File: src/rtl/phy_seq_pkg.sv
package phy_seq_pkg;

  typedef enum logic [3:0] {
    ST_IDLE,
    ST_CLR_HI,
    ST_CLR_LO,
    ST_CFG,
    ST_EN_CLK,
    ST_SHUT,
    ST_RST,
    ST_POLL,
    ST_DONE,
    ST_TMO
  } seq_state_e;

endpackage

File: src/rtl/phy_seq_timer.sv
// Loadable down-counter used for guard delays and the poll interval.
module phy_seq_timer #(
  parameter int W = 4
) (
  input  logic         clk,
  input  logic         rst,
  input  logic         load_i,
  input  logic [W-1:0] val_i,
  output logic         zero_o
);

  logic [W-1:0] cnt;

  always_ff @(posedge clk) begin
    if (rst) begin
      cnt <= '0;
    end else if (load_i) begin
      cnt <= val_i;
    end else if (cnt != '0) begin
      cnt <= cnt - 1'b1;
    end
  end

  assign zero_o = (cnt == '0);

endmodule

File: src/rtl/phy_seq_stopsync.sv
// Synchroniser chain for the lane stop-state flags, plus all-set reduction.
module phy_seq_stopsync #(
  parameter int LANES  = 5,
  parameter int STAGES = 2
) (
  input  logic             clk,
  input  logic             rst,
  input  logic [LANES-1:0] flags_i,
  output logic             all_o
);

  logic [LANES-1:0] pipe [STAGES];

  for (genvar g = 0; g < STAGES; g++) begin : g_stage
    if (g == 0) begin : g_first
      always_ff @(posedge clk) begin
        if (rst) pipe[g] <= '0;
        else     pipe[g] <= flags_i;
      end
    end else begin : g_next
      always_ff @(posedge clk) begin
        if (rst) pipe[g] <= '0;
        else     pipe[g] <= pipe[g-1];
      end
    end
  end

  assign all_o = &pipe[STAGES-1];

endmodule

File: src/rtl/phy_seq_lanefield.sv
// Lane count to lane-enable field (count minus one), clamped to range.
module phy_seq_lanefield #(
  parameter int NUM_DATA = 4,
  localparam int LW = (NUM_DATA > 1) ? $clog2(NUM_DATA) : 1
) (
  input  logic [LW:0]   cnt_i,
  output logic [LW-1:0] field_o
);

  always_comb begin
    if (cnt_i == '0) begin
      field_o = '0;
    end else if (int'(cnt_i) > NUM_DATA) begin
      field_o = LW'(NUM_DATA - 1);
    end else begin
      field_o = LW'(cnt_i - (LW+1)'(1));
    end
  end

endmodule

File: src/rtl/phy_pwrup_seq.sv
module phy_pwrup_seq
  import phy_seq_pkg::*;
#(
  parameter int NUM_DATA    = 4,
  parameter int CLR_CYC     = 2,
  parameter int GUARD_CYC   = 3,
  parameter int POLL_CYC    = 4,
  parameter int MAX_POLLS   = 30,
  parameter int SYNC_STAGES = 2,
  localparam int LANE_W = (NUM_DATA > 1) ? $clog2(NUM_DATA) : 1
) (
  input  logic                clk,
  input  logic                rst,
  input  logic                start_i,
  input  logic                stop_i,
  input  logic [LANE_W:0]     lane_cnt_i,
  input  logic                stop_clk_i,
  input  logic [NUM_DATA-1:0] stop_data_i,
  input  logic                cfg_ack_i,
  input  logic                hs_clk_want_i,
  output logic                cfg_req_o,
  output logic                ctrl_rst_n_o,
  output logic                phy_enclk_o,
  output logic                phy_shutdown_n_o,
  output logic                phy_rst_n_o,
  output logic                test_clr_o,
  output logic [LANE_W-1:0]   lane_en_o,
  output logic                hs_clk_req_o,
  output logic                done_o,
  output logic                timeout_o
);

  localparam int TMAX0 = (CLR_CYC > GUARD_CYC) ? CLR_CYC : GUARD_CYC;
  localparam int TMAX  = (TMAX0 > POLL_CYC) ? TMAX0 : POLL_CYC;
  localparam int TW    = $clog2(TMAX + 1);
  localparam int PCW   = $clog2(MAX_POLLS + 1);
  localparam logic [PCW-1:0] POLL_LAST = PCW'(MAX_POLLS - 1);

  seq_state_e state, state_n;
  logic [TW-1:0]     tmr_val;
  logic              tmr_load, tmr_zero;
  logic [PCW-1:0]    poll_cnt;
  logic              all_stop;
  logic [LANE_W-1:0] lane_fld;

  phy_seq_timer #(.W(TW)) u_timer (
    .clk    (clk),
    .rst    (rst),
    .load_i (tmr_load),
    .val_i  (tmr_val),
    .zero_o (tmr_zero)
  );

  phy_seq_stopsync #(.LANES(NUM_DATA + 1), .STAGES(SYNC_STAGES)) u_sync (
    .clk     (clk),
    .rst     (rst),
    .flags_i ({stop_data_i, stop_clk_i}),
    .all_o   (all_stop)
  );

  phy_seq_lanefield #(.NUM_DATA(NUM_DATA)) u_lane (
    .cnt_i   (lane_cnt_i),
    .field_o (lane_fld)
  );

  // Next-state logic; stop has priority over everything.
  always_comb begin
    state_n = state;
    if (stop_i) begin
      state_n = ST_IDLE;
    end else begin
      unique case (state)
        ST_IDLE, ST_DONE, ST_TMO: if (start_i) state_n = ST_CLR_HI;
        ST_CLR_HI: if (tmr_zero) state_n = ST_CLR_LO;
        ST_CLR_LO: if (tmr_zero) state_n = ST_CFG;
        ST_CFG:    if (cfg_ack_i) state_n = ST_EN_CLK;
        ST_EN_CLK: if (tmr_zero) state_n = ST_SHUT;
        ST_SHUT:   if (tmr_zero) state_n = ST_RST;
        ST_RST:    if (tmr_zero) state_n = ST_POLL;
        ST_POLL: begin
          if (tmr_zero) begin
            if (all_stop)                  state_n = ST_DONE;
            else if (poll_cnt == POLL_LAST) state_n = ST_TMO;
          end
        end
        default: state_n = ST_IDLE;
      endcase
    end
  end

  // Timer reload value for the state being entered.
  always_comb begin
    unique case (state_n)
      ST_CLR_HI:                   tmr_val = TW'(CLR_CYC - 1);
      ST_CLR_LO, ST_EN_CLK,
      ST_SHUT, ST_RST:             tmr_val = TW'(GUARD_CYC - 1);
      ST_POLL:                     tmr_val = TW'(POLL_CYC - 1);
      default:                     tmr_val = '0;
    endcase
  end

  assign tmr_load = (state_n != state) || ((state == ST_POLL) && tmr_zero);

  always_ff @(posedge clk) begin
    if (rst || state != ST_POLL) begin
      poll_cnt <= '0;
    end else if (tmr_zero) begin
      poll_cnt <= poll_cnt + 1'b1;
    end
  end

  // State and registered outputs, decoded from the next state.
  always_ff @(posedge clk) begin
    if (rst) begin
      state            <= ST_IDLE;
      ctrl_rst_n_o     <= 1'b0;
      phy_enclk_o      <= 1'b0;
      phy_shutdown_n_o <= 1'b0;
      phy_rst_n_o      <= 1'b0;
      test_clr_o       <= 1'b1;
      cfg_req_o        <= 1'b0;
      lane_en_o        <= '0;
      hs_clk_req_o     <= 1'b0;
      done_o           <= 1'b0;
      timeout_o        <= 1'b0;
    end else begin
      state <= state_n;
      if (state_n == ST_CLR_HI) begin
        ctrl_rst_n_o <= 1'b1;
        phy_enclk_o  <= 1'b1;
      end
      phy_shutdown_n_o <= (state_n == ST_SHUT) || (state_n == ST_RST) ||
                          (state_n == ST_POLL) || (state_n == ST_DONE) ||
                          (state_n == ST_TMO);
      phy_rst_n_o      <= (state_n == ST_RST) || (state_n == ST_POLL) ||
                          (state_n == ST_DONE) || (state_n == ST_TMO);
      test_clr_o       <= (state_n == ST_IDLE) || (state_n == ST_CLR_HI);
      cfg_req_o        <= (state_n == ST_CFG);
      if ((state_n == ST_CFG) && (state != ST_CFG)) begin
        lane_en_o <= lane_fld;
      end
      hs_clk_req_o     <= (state_n == ST_DONE) && hs_clk_want_i;
      done_o           <= (state_n == ST_DONE);
      timeout_o        <= (state_n == ST_TMO);
    end
  end

endmodule

File: config.mk
export PLATFORM = sky130hd
export DESIGN_NAME = phy_pwrup_seq
export DESIGN_NICKNAME = d
export VERILOG_FILES = /design/src/rtl/phy_seq_pkg.sv /design/src/rtl/phy_seq_timer.sv /design/src/rtl/phy_seq_stopsync.sv /design/src/rtl/phy_seq_lanefield.sv /design/src/rtl/phy_pwrup_seq.sv
export SDC_FILE = /design/constraint.sdc
export NUM_CORES = 1
export LEC_CHECK = 0
export BUFFER_PORTS_ARGS = -buffer_cell sky130_fd_sc_hd__buf_2
export CORE_ASPECT_RATIO = 2
export CORE_MARGIN = 2
export CORE_UTILIZATION = 55
export DETAILED_ROUTE_END_ITERATION = 16
export HOLD_SLACK_MARGIN = 0.15
export PLACE_DENSITY = 0.87
export SYNTH_ARGS = -nofsm -noshare
export SYNTH_HDL_FRONTEND = slang
export SYNTH_SLANG_ARGS = --single-unit
export TNS_END_PERCENT = 100
File: constraint.sdc
create_clock -name clk -period 5.8 [get_ports clk]
set_clock_uncertainty 0.05 [all_clocks]
set_input_delay 0 -clock clk [delete_from_list [all_inputs] [get_ports clk]]
set_output_delay 0 -clock clk [all_outputs]
set_load 0.01 [all_outputs]
==> flow_metrics.tcl <==
set metrics [dict create \
    cp_max_fo 11 \
    drive_above_1_share_pct 23.4 \
    rsz0062_at_grt "false" \
    die_x_um 42.5 \
    critPathKind "reg2reg" \
    p_sw_uw 195 \
    crit_arrival_ns 2.86 \
    grt_max_degree 20 \
    max_clock_freq_mhz 372 \
    remaining_drc_errors 0 \
    hold_violations 0 \
    grt_antenna_before_repair 0 \
    area_delta_synth_final_pct 22.7 \
    globalplace.congestion 0.886 \
    portBuffers 24 \
    initial_core_util_pct 56.7 \
    seqPwrFrac_pct 39.1 \
    ys.warnings.count 0 \
    hp-class "in2reg" \
    whs_ns 0.265 \
    max_cap_viol_count 0 \
    post-place-ws_ns 3.18 \
    synth_seq_cells 32 \
    setup_violations 0 \
    synthCells 175 \
    p_leak_nw 0.848 \
    grt_pass1_vias 1363 \
    final_max_slew_viol_count 0 \
    synth_area_leader_cell "dfxtp_1" \
    dieHeight_um 80.9 \
    yosysMostFrequentCell "dfxtp_1" \
    antenna_cells 0 \
    synth_area_leaders "dfxtp_1 39%, nor2_1 4.4%, ha_1 3.8%, nor2b_1 3.8%, inv_1 2.3%" \
    htree_levels 2 \
    power.density_nw_per_um2 319 \
    tritoncts "yes" \
    yosysUniqueCellTypes 60 \
    syn_avg_cell_area_sq_um 9.30 \
    ys_top_cells_by_count "32 x dfxtp_1, 19 x nor2_1, 10 x inv_1, 10 x nor2b_1, 9 x nand2_1" \
    slew_headroom_pct 60.5 \
    die_area_sq_um 3440 \
    via_per_inst 5.75 \
    async_flop_share_pct 0 \
    tightest_slew_ns 0.591 \
    swShare_pct 30.6 \
    clockBufferDepth 2 \
    nets 232 \
    totalWireLength_mm 3.59 \
    first_iter_violations 65 \
    post-route-period-util_pct 46.3 \
    start_kind "flip-flop" \
    synth_top_area_share_pct 39.4 \
    cts_resized 0 \
    syn-num-nets 194 \
    fillers 230 \
    peakVddDrop_uv 322 \
    numCtsBuffers 5 \
    ys_seq_area_share_pct 39.4 \
    finalSetupTns_ns 0 \
    p_int_uw 441 \
    grt_pass1_wl_mm 6.15 \
    synth_flop_cell "dfxtp_1" \
    io_pins 25 \
    clock_latency_ns 0.29 \
    status "finished, final reports clean" \
    pwr-share-comb_pct 27.7 \
    clkPwrFrac_pct 33.2 \
    cts.reportedPaths.clkPinSlew_ns 0.07 \
    rows 28 \
    cp.required_ns 5.97 \
    synth_edf_count 0 \
    dr.pass1.iters 4 \
    clock-sinks 32 \
    wire_per_inst_um 14.7 \
    grt_overflow_total 0 \
    root_buffer "clkbuf_8" \
    dp_hpwl_mm 2.39 \
    min_period_ns 2.69 \
    setup_ws_ns 3.11 \
    syn-cell-area_sq_um 1630 \
    vias 1404 \
    final_antenna_net_count 0 \
    design.core.area_sq_um 2870 \
    crit_path_end_kind "flip-flop" \
    grt_usage_pct 23.8 \
]
per-layer routing:
layer  vias up  wire [um]  track usage, %
met2        40       1880            40.8
li1        699          -               -
met4         0         80            11.9
met5         -          0               0
met1       658       1470            27.9
met3         7        160            4.44
power by group through the flow:
| stage | Combinational, mW | Clock, mW | Sequential (mW) |
|---|---|---|---|
| CTS | 0.172 | 0.216 | 0.248 |
| global route | 0.193 | 0.225 | 0.251 |
| global placement | 0.152 | 0 | 0.252 |
| floorplan | 0.145 | 0 | 0.249 |
| finish | 0.176 | 0.211 | 0.249 |
| detailed placement | 0.160 | 0 | 0.253 |
logic make-up after synthesis:
family	after synthesis	share of synthesized area (%)
flip-flops	32	39.4
buffers and inverters	20	6.61
AND/OR/NAND/NOR	75	27.4
XOR/XNOR	5	2.69
AO/OA/AOI/OAI	36	18.8
adder cells (fa/ha/maj)	6	4.46
multiplexers	1	0.692
layout by cell type, fill, tap and decap left out, types with 2 or more instances in the layout:
cell and instances:
o21ai_0 4, clkbuf_8 5, a21o_1 2, o31ai_1 2
nor2_1 19, nand2b_1 3, or4b_1 2, or3_1 3
and4_1 2, buf_2 24, xnor2_1 2, a211oi_1 2
o41ai_1 2, dlygate4sd3_1 17, o2bb2ai_1 3, ha_1 5
nand2_1 9, and2_2 2, inv_1 10, xor2_1 3
a21oi_1 5, nor2b_1 10, nand4_1 5, nor3_1 4
dfxtp_1 32
flip-flops by register name, summed over array words and instances (netlist names):
signal and flops:
lane_en_o 2, poll_cnt 5, u_timer.cnt 3, state 4, u_sync.pipe 10, hs_clk_req_o 1
cfg_req_o 1, timeout_o 1, phy_rst_n_o 1, test_clr_o 1, done_o 1, phy_shutdown_n_o 1
phy_enclk_o 1
what timing repair did:
action / 4_1_cts / 5_1_grt
hold buffers: 17 / 0
setup buffers: 0 / 0
hold endpoints to repair: 21 / 0
path summary, 6_finish.rpt:
kind | start | to | slack (ns) | cells after the start
max | u_timer.cnt[0]$_SDFFE_PP0P_ | lane_en_o[1]$_SDFFE_PP0P_ | 3.11 | 8
min | lane_cnt_i[1] | lane_en_o[1]$_SDFFE_PP0P_ | 0.27 | 6
max reg2reg | u_timer.cnt[0]$_SDFFE_PP0P_ | lane_en_o[1]$_SDFFE_PP0P_ | 3.11 | 8
min reg2reg | u_sync.pipe[0][3]$_SDFF_PP0_ | u_sync.pipe[1][3]$_SDFF_PP0_ | 0.39 | 1
critical path, stage by stage, from the launching register on:
cell	delay (ns)
dfxtp_1	0.33
inv_1	0.08
ha_1	0.24
nor2b_2	0.48
a32oi_2	0.22
o21ai_2	0.14
or4b_1	0.53
or3_1	0.39
a21oi_1	0.14
per-stage QoR:
step	utilization (%)	power [mW]	cells	instance area, sq um
after global routing	69.5	0.669	244	2000
after global placement	59.7	0.404	219	1720
after floorplan	-	0.394	175	1630
after CTS	69.5	0.636	244	2000
after detailed placement	59.7	0.414	219	1720
final	69.5	0.636	244	2000
final cells by class:
cell class / count / area [sq um] / area share [%]
Clock inverter: 3 / 42.5 / 2.13
Clock buffer: 5 / 68.8 / 3.45
Timing Repair Buffer: 41 / 290 / 14.5
Sequential cell: 32 / 641 / 32.1
Inverter: 10 / 37.5 / 1.88
Multi-Input combinational cell: 123 / 880 / 44.0
Tap cell: 30 / 37.5 / 1.88
(Power assumes the default switching activity.)
